$ cat src/rtl/wilk_conv_ctrl.sv
module wilk_conv_ctrl #(
  parameter int CNT_W          = 10,
  parameter int NBANK          = 4,
  parameter int CELLS_PER_BANK = 4,
  localparam int NCELLS        = NBANK * CELLS_PER_BANK
) (
  input  logic                     clk,
  input  logic                     rst_n,
  input  logic                     start,
  input  logic [NBANK-1:0]         bank_sel,
  input  logic [NCELLS-1:0]        cmp_in,
  output logic                     ramp_en,
  output logic                     done,
  output logic [CNT_W-1:0]         gray_cnt,
  output logic [NCELLS*CNT_W-1:0]  code_bin,
  output logic [NCELLS-1:0]        ovf
);

  localparam logic [CNT_W-1:0] TOP = {CNT_W{1'b1}};

  function automatic logic [CNT_W-1:0] g2b(input logic [CNT_W-1:0] g);
    logic [CNT_W-1:0] b;
    b[CNT_W-1] = g[CNT_W-1];
    for (int k = CNT_W-2; k >= 0; k--) b[k] = b[k+1] ^ g[k];
    return b;
  endfunction

  logic [CNT_W-1:0]  cnt_bin;
  logic              fin;
  logic [NCELLS-1:0] cmp_q;
  logic [NCELLS-1:0] armed;
  logic [CNT_W-1:0]  code_g [NCELLS];

  wire accept = start && !ramp_en && !fin;
  wire wrap   = ramp_en && (cnt_bin == TOP);
  wire [NCELLS-1:0] rise = cmp_in & ~cmp_q;

  assign gray_cnt = cnt_bin ^ (cnt_bin >> 1);

  always_ff @(posedge clk or negedge rst_n) begin
    if (!rst_n) begin
      cnt_bin <= '0;
      ramp_en <= 1'b0;
      fin     <= 1'b0;
      done    <= 1'b0;
      cmp_q   <= '0;
    end else begin
      cmp_q <= cmp_in;
      done  <= fin;
      fin   <= wrap;
      if (accept) begin
        ramp_en <= 1'b1;
        cnt_bin <= '0;
      end else if (ramp_en) begin
        cnt_bin <= cnt_bin + 1'b1;
        if (wrap) ramp_en <= 1'b0;
      end
    end
  end

  for (genvar i = 0; i < NCELLS; i++) begin : g_cell
    localparam int BANK = i / CELLS_PER_BANK;

    always_ff @(posedge clk or negedge rst_n) begin
      if (!rst_n) begin
        code_g[i] <= '0;
        ovf[i]    <= 1'b0;
        armed[i]  <= 1'b0;
      end else if (accept) begin
        if (bank_sel[BANK]) begin
          code_g[i] <= '0;
          ovf[i]    <= 1'b0;
          armed[i]  <= 1'b1;
        end
      end else if (ramp_en && armed[i]) begin
        if (rise[i]) begin
          code_g[i] <= gray_cnt;
          armed[i]  <= 1'b0;
        end else if (wrap) begin
          code_g[i] <= TOP ^ (TOP >> 1);
          ovf[i]    <= 1'b1;
          armed[i]  <= 1'b0;
        end
      end
    end

    assign code_bin[i*CNT_W +: CNT_W] = g2b(code_g[i]);

    assert_first_edge_only_R7: assert property (@(posedge clk) disable iff (!rst_n)
      ($past(ramp_en) && ramp_en && !$past(armed[i])) |-> $stable(code_bin[i*CNT_W +: CNT_W]))
      else $error("R7 cell %0d code changed after capture", i);

    assert_ovf_saturates_R8: assert property (@(posedge clk) disable iff (!rst_n)
      ovf[i] |-> (code_bin[i*CNT_W +: CNT_W] == TOP))
      else $error("R8 cell %0d overflow without max code", i);
  end

  assert_gray_step_R3: assert property (@(posedge clk) disable iff (!rst_n)
    ($past(ramp_en) && ramp_en) |-> ($countones(gray_cnt ^ $past(gray_cnt)) == 1))
    else $error("R3 gray step not single-bit");

  assert_done_after_ramp_R4: assert property (@(posedge clk) disable iff (!rst_n)
    $fell(ramp_en) |=> done)
    else $error("R4 done missing after ramp end");

  assert_done_idle_R4: assert property (@(posedge clk) disable iff (!rst_n)
    done |-> (!ramp_en && !$past(ramp_en)))
    else $error("R4 done during ramp");

  assert_ramp_needs_start_R5: assert property (@(posedge clk) disable iff (!rst_n)
    $rose(ramp_en) |-> $past(start))
    else $error("R5 ramp began without start");

endmodule

$ cat config.mk
export PLATFORM = sky130hd
export DESIGN_NAME = wilk_conv_ctrl
export DESIGN_NICKNAME = d
export VERILOG_FILES = /design/src/rtl/wilk_conv_ctrl.sv
export SDC_FILE = /design/constraint.sdc
export NUM_CORES = 1
export LEC_CHECK = 0
export BUFFER_PORTS_ARGS = -buffer_cell sky130_fd_sc_hd__buf_2
export CAP_MARGIN = 20
export CELL_PAD_IN_SITES_DETAIL_PLACEMENT = 0
export CELL_PAD_IN_SITES_GLOBAL_PLACEMENT = 1
export CORE_MARGIN = 2
export CORE_UTILIZATION = 48
export CTS_CLUSTER_DIAMETER = 40
export DETAILED_ROUTE_END_ITERATION = 8
export HOLD_SLACK_MARGIN = 0.1
export PLACE_DENSITY_LB_ADDON = 0.1
export SETUP_SLACK_MARGIN = 0.15
export SYNTH_ARGS = -nofsm -noshare
export SYNTH_HDL_FRONTEND = slang
export SYNTH_SLANG_ARGS = --single-unit
$ cat constraint.sdc
create_clock -name clk -period 3.2 [get_ports clk]
set_clock_uncertainty 0.05 [all_clocks]
set_input_delay 0.32 -clock clk [delete_from_list [all_inputs] [get_ports clk]]
set_output_delay 0.32 -clock clk [all_outputs]
set_load 0.02 [all_outputs]
==> results of run 1 <==
## metal layers
metal | vias to the layer above | part of all wire [%] | track usage, %
met5 | - | 0 | 0
met4 | 0 | 2.3 | 6.78
met3 | 56 | 4.7 | 3.51
met2 | 261 | 46 | 36.8
met1 | 4453 | 47 | 34.7
li1 | 4241 | - | -
## cell usage in the layout (no fill, tap or decap), types with 7 or more instances in the layout
| master | count |
|---|---|
| sky130_fd_sc_hd__nor2b_1 | 8 |
| sky130_fd_sc_hd__clkbuf_16 | 37 |
| sky130_fd_sc_hd__xor2_4 | 16 |
| sky130_fd_sc_hd__nand2b_1 | 14 |
| sky130_fd_sc_hd__o21ai_0 | 97 |
| sky130_fd_sc_hd__dfrtp_1 | 220 |
| sky130_fd_sc_hd__nand4_1 | 70 |
| sky130_fd_sc_hd__a22o_1 | 72 |
| sky130_fd_sc_hd__clkbuf_8 | 7 |
| sky130_fd_sc_hd__xnor2_1 | 116 |
| sky130_fd_sc_hd__nand2_1 | 125 |
| sky130_fd_sc_hd__ha_1 | 9 |
| sky130_fd_sc_hd__nor2_1 | 34 |
| sky130_fd_sc_hd__a21o_1 | 7 |
| sky130_fd_sc_hd__a31oi_2 | 7 |
| sky130_fd_sc_hd__and2_1 | 7 |
| sky130_fd_sc_hd__xnor2_4 | 16 |
| sky130_fd_sc_hd__buf_4 | 16 |
| sky130_fd_sc_hd__a21oi_1 | 24 |
| sky130_fd_sc_hd__dlygate4sd3_1 | 17 |
| sky130_fd_sc_hd__xor2_1 | 67 |
| sky130_fd_sc_hd__inv_1 | 36 |
| sky130_fd_sc_hd__buf_2 | 209 |
| sky130_fd_sc_hd__xnor3_2 | 16 |
| sky130_fd_sc_hd__o2111ai_1 | 7 |
## repair_timing
| action | CTS | global route |
|---|---|---|
| endpoints found under the hold margin | 105 | 0 |
| setup endpoints to repair | 0 | 0 |
| hold buffers | 17 | 0 |
## worst register-to-register path, stage by stage, from the launching register on
cell and delay (ns):
sky130_fd_sc_hd__dfrtp_4 0.64, sky130_fd_sc_hd__nor3b_4 0.67, sky130_fd_sc_hd__buf_4 0.29, sky130_fd_sc_hd__nand2_2 0.38
sky130_fd_sc_hd__a21oi_4 0.42, sky130_fd_sc_hd__a22o_1 0.20
## cell type report
| class | count | area (sq um) |
|---|---|---|
| multi-input combinational | 774 | 6170 |
| inverter | 37 | 139 |
| fill | 2135 | 10300 |
| clock inverter | 13 | 193 |
| timing repair buffer | 246 | 1410 |
| tap | 330 | 413 |
| sequential | 221 | 5530 |
| antenna | 1 | 2.50 |
| clock buffer | 48 | 1040 |
## cells by family (layout without fill, tap and decap cells)
group | Yosys count | in the layout | synth area share, %
xor gates and xnor gates | 231 | 231 | 23.3
and+or+nand+nor | 284 | 284 | 11.3
other | 0 | 1 | 0
muxes | 3 | 3 | 0.244
AOI/OAI and AO/OA | 247 | 247 | 14.4
adders and majority gates | 9 | 9 | 0.914
buffers and inverters | 130 | 344 | 5.03
DFF | 221 | 221 | 44.9
## sequential cells by signal, indices dropped and copies added (netlist names)
register,cells
cmp_q,16
done,1
armed,16
cnt_bin,10
code_g,144
ramp_en,1
code_bin,16
fin,1
ovf,16
## stage by stage
stage / instance area (sq um) / utilization (%) / hold WS [ns] / setup WS (ns) / std cells
2_1_floorplan: 12300 / - / -0.0256 / 1.03 / 1125
4_1_cts: 14900 / 59.1 / 0.252 / 0.501 / 1669
3_3_place_gp: 13500 / 53.6 / 0.340 / 0.556 / 1591
6_report: 14900 / 59.2 / 0.269 / 0.495 / 1670
3_5_place_dp: 13500 / 53.6 / 0.348 / 0.524 / 1591
5_1_grt: 14900 / 59.2 / 0.295 / 0.347 / 1670
## worst max path at each step
stage / to / slack [ns] / cells after the start
final: code_g[142]$_DFFE_PN0P_ / 0.49 / 5
after global routing: code_g[153]$_DFFE_PN0P_ / 0.35 / 5
after CTS: code_g[142]$_DFFE_PN0P_ / 0.50 / 5
after floorplan: code_bin[0] / 1.03 / 4
after global placement: code_g[143]$_DFFE_PN0P_ / 0.56 / 5
after detailed placement: code_g[143]$_DFFE_PN0P_ / 0.52 / 5
==> insert_results.sql, run 1 <==
INSERT INTO impl_metrics (metric_group, metric, value, unit) VALUES
('worst_hold_path', 'holdPathStages', '3', ''),
('sta', 'final_min_period_over_clock_period', '84.5', '%'),
('worst_setup_path', 'cp_slowest_stage_delay', '0.67', 'ns'),
('sta', 'unrepaired_setup_endpoints_after_global_routing', 'no', ''),
('synthesis', 'ys_top_cells_by_area', 'sky130_fd_sc_hd__dfrtp_1 45%, sky130_fd_sc_hd__xnor2_1 8.2%, sky130_fd_sc_hd__a22o_1 5.1%', ''),
('clocking', 'insertion_delay', '0.50', 'ns'),
('clocking', 'cts_tree', 'done', ''),
('drt', 'drt-initial-drc-count', '661', ''),
('floorplanning', 'initial_utilization', '48.9', '%'),
('clocking', 'number_of_buffers_inserted_by_post_cts_setup_repair', '0', ''),
('clocking', 'clock_sink_count', '221', ''),
('run', 'cap_violations', '0', ''),
('floorplanning', 'die_y', '164', 'microns'),
('sta', 'max_slew.worst_pin.slew', '0.934', 'ns'),
('worst_setup_path', 'critical_path_class', 'reg2reg', ''),
('worst_setup_path', 'beginning_of_the_critical_path', 'ramp_en$_DFF_PN0_', ''),
('clocking', 'cts_max_level', '2', ''),
('worst_setup_path', 'setup.worst_path.start_class', 'flop', ''),
('worst_setup_path', 'worst_r2r_startpoint', 'ramp_en$_DFF_PN0_', ''),
('drt', 'detail_route.wl_per_cell', '18.9', 'microns'),
('drt', 'detail_route.drc_violations', '0', ''),
('worst_setup_path', 'crit_arrival', '3.10', 'ns'),
('worst_setup_path', 'setup.worst_path.end_class', 'flop', ''),
('worst_hold_path', 'timing.hold.worst_endpoint', 'ovf[15]$_DFFE_PN0P_', ''),
('placed_design', 'routabilityCongestion', '0.751', ''),
('worst_hold_path', 'hold_start', 'bank_sel[3]', ''),
('worst_setup_path', 'slowest_stage', 'sky130_fd_sc_hd__nor3b_4', ''),
('sta', 'final_max_slew_viol_count', '0', ''),
('grt', 'global_route.usage.total', '23.7', '%'),
('grt', 'grt_pass1_vias', '8642', ''),
('worst_setup_path', 'crit_required', '3.59', 'ns'),
('sta', 'timing_hold_violations_final', '0', ''),
('drt', 'vias_per_cell', '5.40', ''),
('floorplanning', 'die_width', '164', 'microns'),
('floorplanning', 'num_rows', '58', ''),
('synthesis', 'avgSynthCellArea', '10.9', 'sq um'),
('final_layout', 'drive_above_1_share', '27.0', '%'),
('clocking', 'cts.repair.resized', '0', ''),
('grt', 'grt_antenna_before_repair', '1', ''),
('synthesis', 'yosys_reg_bits', '221', ''),
('drt', 'vias', '9011', ''),
('floorplanning', 'top_level_ports', '211', ''),
('sta', 'setup_viol_count_final', '0', ''),
('worst_hold_path', 'timing.hold.worst.class', 'in2reg', ''),
('sta', 'fin_tns_setup', '0', 'ns'),
('clocking', 'bufs_on_longest_clock_path', '3', ''),
('synthesis', 'most_instantiated_flip_flop_cell_in_the_synthesis_netlist', 'sky130_fd_sc_hd__dfrtp_1', ''),
('run_status', 'outcome', 'finished clean', ''),
('synthesis', 'synthesis.instances', '1125', ''),
('sta', 'fmax', '0.370', 'GHz'),
('clocking', 'clock_buffers_created_by_tritoncts', '34', ''),
('synthesis', 'top_area_cell_type_share_of_the_netlist_area', '44.9', '%'),
('worst_setup_path', 'r2r.worst_path.cells', '5', ''),
('worst_setup_path', 'cpLargestDelayFamily', 'simple AND/OR/NAND/NOR gates', ''),
('synthesis', 'synth_top_area_cell', 'sky130_fd_sc_hd__dfrtp_1', ''),
('sta', 'period_minus_slack', '2.71', 'ns'),
('worst_setup_path', 'setup.reg_to_reg.worst_slack', '0.49', 'ns'),
('drt', 'drt_first_pass_iters', '5', ''),
('sta', 'timing.max_slew.rel_slack', '37.4', '%'),
('worst_setup_path', 'count_of_buffering_cells_on_the_critical_path_with_inverters_included', '1', ''),
('drt', 'detail-route-antenna-nets', '0', ''),
('grt', 'first_pass_grt_wire_length', '49.5', 'mm'),
('synthesis', 'synth_most_common_cell', 'sky130_fd_sc_hd__dfrtp_1', ''),
('synthesis', 'synth_common_cells', '221 x sky130_fd_sc_hd__dfrtp_1, 125 x sky130_fd_sc_hd__nand2_1, 116 x sky130_fd_sc_hd__xnor2_1', ''),
('floorplanning', 'core', '0.0252', 'sq mm'),
('final_layout', 'nets', '1346', ''),
('placed_design', 'port_buffer_count', '210', ''),
('final_layout', 'areaGrowthSynthToFinish', '20.9', '%'),
('clocking', 'clkTransAtPathRegs', '0.06', 'ns'),
('worst_setup_path', 'path_cells', 'nor3b_4 -> buf_4 -> nand2_2 -> a21oi_4 -> a22o_1', ''),
('grt', 'grt_start_max_net_pins', '100', '');
Power of run 1 is not shown: default switching activity piles up to over one toggle a cycle in this logic, so the estimate is an artifact.
==> run 2, diff against run 1 <==
--- a/config.mk
+++ b/config.mk
@@ -5,12 +5,13 @@
 export SDC_FILE = /design/constraint.sdc
 export NUM_CORES = 1
 export LEC_CHECK = 0
+export ABC_AREA = 1
 export BUFFER_PORTS_ARGS = -buffer_cell sky130_fd_sc_hd__buf_2
 export CAP_MARGIN = 20
 export CELL_PAD_IN_SITES_DETAIL_PLACEMENT = 0
 export CELL_PAD_IN_SITES_GLOBAL_PLACEMENT = 1
 export CORE_MARGIN = 2
-export CORE_UTILIZATION = 48
+export CORE_UTILIZATION = 41
 export CTS_CLUSTER_DIAMETER = 40
 export DETAILED_ROUTE_END_ITERATION = 8
 export HOLD_SLACK_MARGIN = 0.1
==> constraint.sdc (replaced) <==
create_clock -name clk -period 2.5 [get_ports clk]
set_clock_uncertainty 0.05 [all_clocks]
set_input_delay 0.25 -clock clk [delete_from_list [all_inputs] [get_ports clk]]
set_output_delay 0.25 -clock clk [all_outputs]
set_load 0.02 [all_outputs]
==> run 2 against run 1 <==
  * The flow now finishes with violations (setup timing)
  * Via count grew 49%
  * Die area increased by 15%
  * Design area grew 42%
  * Non-clock buffer count rose by 249
  * Wire length rose by 41%
  * Area after synthesis fell by 1.5%
  * Register-to-register slack worse by 0.61 ns
  * Sequential share of layout area shrank 11 points
==> insert_results.sql, run 2 <==
INSERT INTO impl_metrics (metric_group, metric, value, unit) VALUES
('run_status', 'outcome', 'finished with violations', ''),
('run_status', 'violations', 'setup timing', ''),
('drt', 'vias_per_cell', '5.29', ''),
('synthesis', 'top_area_cell_type_share_of_the_netlist_area', '45.6', '%'),
('synthesis', 'synthArstFlopShare', '100', '%'),
('clocking', 'clock_sink_count', '221', ''),
('floorplanning', 'top_level_ports', '211', ''),
('grt', 'grt_antenna_before_repair', '1', ''),
('sta', 'setup_viol_count_final', '50', ''),
('floorplanning', 'die_area', '0.0310', 'sq mm'),
('clocking', 'insertion_delay', '0.52', 'ns'),
('worst_hold_path', 'hold_start', 'bank_sel[1]', ''),
('drt', 'drt_first_pass_iters', '6', ''),
('worst_setup_path', 'r2r.worst_path.cells', '18', ''),
('grt', 'global_route.usage.total', '26.0', '%'),
('floorplanning', 'die_width', '176', 'microns'),
('synthesis', 'synth.cell_area', '0.0121', 'sq mm'),
('grt', 'grt_pass1_vias', '12600', ''),
('sta', 'max_slew.worst_pin.slew', '0.919', 'ns'),
('final_layout', 'drive_above_1_share', '49.3', '%'),
('placed_design', 'detailedPlacementHpwl', '25.9', 'mm'),
('synthesis', 'yosys_reg_bits', '221', ''),
('synthesis', 'number_of_synthesized_flops_with_an_enable_pin', '0', ''),
('drt', 'detail_route.drc_violations', '0', ''),
('synthesis', 'avgSynthCellArea', '7.30', 'sq um'),
('worst_setup_path', 'setup.reg_to_reg.worst_slack', '-0.12', 'ns'),
('floorplanning', 'core', '0.0289', 'sq mm'),
('placed_design', 'routabilityCongestion', '0.825', ''),
('synthesis', 'most_instantiated_flip_flop_cell_in_the_synthesis_netlist', 'sky130_fd_sc_hd__dfrtp_1', ''),
('grt', 'global_route.overflow_total', '0', ''),
('final_layout', 'final_cell_mix', '216 x sky130_fd_sc_hd__inv_1, 215 x sky130_fd_sc_hd__nand3_1, 209 x sky130_fd_sc_hd__dfrtp_1', ''),
('synthesis', 'post_synth_num_cell_types', '29', ''),
('clocking', 'bufs_on_longest_clock_path', '3', ''),
('final_layout', 'max_flop_register', 'code_g', ''),
('sta', 'unrepaired_setup_endpoints_after_global_routing', 'yes', ''),
('worst_setup_path', 'timing.critical_path.fanout_max', '3', ''),
('sta', 'fmax', '0.378', 'GHz'),
('sta', 'timing_hold_violations_final', '0', ''),
('final_layout', 'mostFrequentLayoutCell', 'sky130_fd_sc_hd__inv_1', ''),
('synthesis', 'ys.warnings.count', '0', ''),
('floorplanning', 'die_y', '176', 'microns'),
('synthesis', 'synthesis.instances', '1661', ''),
('grt', 'grt_start_max_net_pins', '69', ''),
('drt', 'drt-total-wl', '44.6', 'mm'),
('synthesis', 'synth_top_area_cell', 'sky130_fd_sc_hd__dfrtp_1', ''),
('final_layout', 'nets', '2153', ''),
('final_layout', 'largest_register_ff_count', '144', ''),
('grt', 'first_pass_grt_wire_length', '64.1', 'mm'),
('run', 'cap_violations', '0', ''),
('final_layout', 'areaGrowthSynthToFinish', '73.8', '%'),
('worst_hold_path', 'timing.hold.worst.class', 'in2reg', ''),
('sta', 'timing.max_slew.rel_slack', '38.7', '%'),
('drt', 'detail_route.wl_per_cell', '17.6', 'microns'),
('sta', 'final_max_slew_viol_count', '0', ''),
('worst_setup_path', 'crit_arrival', '2.35', 'ns'),
('clocking', 'cts_max_level', '2', ''),
('clocking', 'cts_root_buf', 'sky130_fd_sc_hd__clkbuf_16', ''),
('sta', 'period_minus_slack', '2.65', 'ns'),
('clocking', 'cts_tree', 'done', ''),
('sta', 'fin_ws', '-0.149', 'ns'),
('synthesis', 'ys_top_cells_by_area', 'sky130_fd_sc_hd__dfrtp_1 46%, sky130_fd_sc_hd__nand3_1 17%, sky130_fd_sc_hd__nand2_1 11%', ''),
('clocking', 'clock_buffers_created_by_tritoncts', '38', ''),
('worst_hold_path', 'holdPathStages', '4', ''),
('sta', 'worst_hold_slack', '0.121', 'ns'),
('final_layout', 'filler_cell_count', '2172', ''),
('clocking', 'clkTransAtPathRegs', '0.06', 'ns'),
('drt', 'detail-route-antenna-nets', '0', ''),
('worst_setup_path', 'worst_r2r_startpoint', 'code_bin[89]$_DFFE_PN0P_', ''),
('worst_hold_path', 'timing.hold.worst_endpoint', 'ovf[5]$_DFFE_PN0P_', ''),
('placed_design', 'port_buffer_count', '210', ''),
('synthesis', 'seq_area_frac_synth', '45.6', '%'),
('floorplanning', 'initial_utilization', '41.9', '%'),
('worst_setup_path', 'r2r-end', 'code_bin[89]$_DFFE_PN0P_', ''),
('synthesis', 'synthesized_nets', '1693', ''),
('drt', 'drt-initial-drc-count', '800', ''),
('worst_setup_path', 'critical_path_class', 'reg2out', ''),
('worst_setup_path', 'setup.worst_path.end_class', 'primary output', ''),
('floorplanning', 'num_rows', '62', ''),
('drt', 'vias', '13400', ''),
('worst_setup_path', 'setup.worst_path.start_class', 'flop', ''),
('synthesis', 'synth_common_cells', '420 x sky130_fd_sc_hd__nand3_1, 370 x sky130_fd_sc_hd__nand2_1, 256 x sky130_fd_sc_hd__inv_1', ''),
('sta', 'final_min_period_over_clock_period', '106', '%'),
('worst_setup_path', 'crit_required', '2.20', 'ns'),
('synthesis', 'synth_most_common_cell', 'sky130_fd_sc_hd__nand3_1', '');
run 2: cell count changes in the layout (fill, tap and decap cells not counted), moves of 68 or more:
cell	previous run	this run
sky130_fd_sc_hd__nand3_2	1	93
sky130_fd_sc_hd__buf_6	0	175
sky130_fd_sc_hd__nand4_1	70	2
sky130_fd_sc_hd__inv_1	36	216
sky130_fd_sc_hd__buf_4	16	157
sky130_fd_sc_hd__nand2_4	0	179
sky130_fd_sc_hd__buf_2	209	137
sky130_fd_sc_hd__nand3_1	6	215
sky130_fd_sc_hd__a22o_1	72	0
sky130_fd_sc_hd__nand3_4	0	112
sky130_fd_sc_hd__o21ai_0	97	167
sky130_fd_sc_hd__xnor2_1	116	0
run 2: what timing repair did:
item / CTS / global route
pin swaps: 98 / 152
setup buffers: 166 / 53
gates cloned: 0 / 1
endpoints found under the setup margin: 64 / 122
gates resized for setup: 489 / 569
endpoints found under the hold margin: 106 / 0
hold buffers: 20 / 0
run 2: worst max-delay path, stage by stage (launching register included):
cell and delay, ns:
sky130_fd_sc_hd__dfrtp_2 0.45, sky130_fd_sc_hd__inv_2 0.12, sky130_fd_sc_hd__nand2_4 0.07, sky130_fd_sc_hd__nand3_4 0.11, sky130_fd_sc_hd__nand2_4 0.08, sky130_fd_sc_hd__nand2_4 0.08
sky130_fd_sc_hd__nand3_4 0.10, sky130_fd_sc_hd__nand2_4 0.12, sky130_fd_sc_hd__nand2_4 0.06, sky130_fd_sc_hd__nand3_4 0.08, sky130_fd_sc_hd__nand2_4 0.07, sky130_fd_sc_hd__buf_6 0.13
sky130_fd_sc_hd__nand2_4 0.05, sky130_fd_sc_hd__nand3_2 0.07, sky130_fd_sc_hd__nand3_2 0.07, sky130_fd_sc_hd__nand2_2 0.06, sky130_fd_sc_hd__buf_6 0.12
run 2: worst max-delay path by stage:
stage | start | to | slack (ns) | cells after the start
floorplan | code_bin[9]$_DFFE_PN0P_ | code_bin[0] | 0.27 | 15
global placement | code_bin[9]$_DFFE_PN0P_ | code_bin[0] | 0.19 | 16
detailed placement | code_bin[9]$_DFFE_PN0P_ | code_bin[0] | 0.16 | 16
CTS | code_bin[9]$_DFFE_PN0P_ | code_bin[0] | -0.07 | 15
global route | code_g[18]$_DFFE_PN0P_ | code_bin[140] | -0.25 | 16
finish | code_g[18]$_DFFE_PN0P_ | code_bin[140] | -0.15 | 16
run 2: metrics by stage:
stage	TNS (ns)	area, sq um	setup slack, ns	instances	utilization, %
2_1_floorplan	0	12100	0.268	1661	-
3_3_place_gp	0	13600	0.194	2225	47.1
3_5_place_dp	0	13600	0.161	2225	47.1
4_1_cts	-0.985	18100	-0.0660	2480	62.4
5_1_grt	-9.03	21100	-0.254	2535	72.9
6_report	-2.74	21100	-0.149	2535	72.9
run 2: logic make-up after synthesis:
| family | after synthesis | share of synthesized area (%) |
|---|---|---|
| adder cells (fa/ha/maj) | 9 | 0.928 |
| flip-flops | 221 | 45.6 |
| buffers and inverters | 339 | 11.7 |
| AND/OR/NAND/NOR | 847 | 31.0 |
| AO/OA/AOI/OAI | 245 | 10.8 |
run 2: layer usage:
layer | share of wire (%) | track usage [%]
met1 | 42 | 34.8
met2 | 50 | 43.6
met3 | 5.3 | 3.88
met4 | 2.6 | 8.13
met5 | 0 | 0
run 2: layout make-up:
cell class	count	area, sq um	share of cell area [%]
repair buffers	495	4140	19.6
clock buffers	44	1050	4.97
diodes	1	2.50	0.0119
multi-input cells	1101	8570	40.7
inverters	264	1010	4.79
well taps	384	480	2.28
flip-flops and latches	221	5550	26.3
clock inverters	25	285	1.35
Power of run 2 is left out for the same reason.
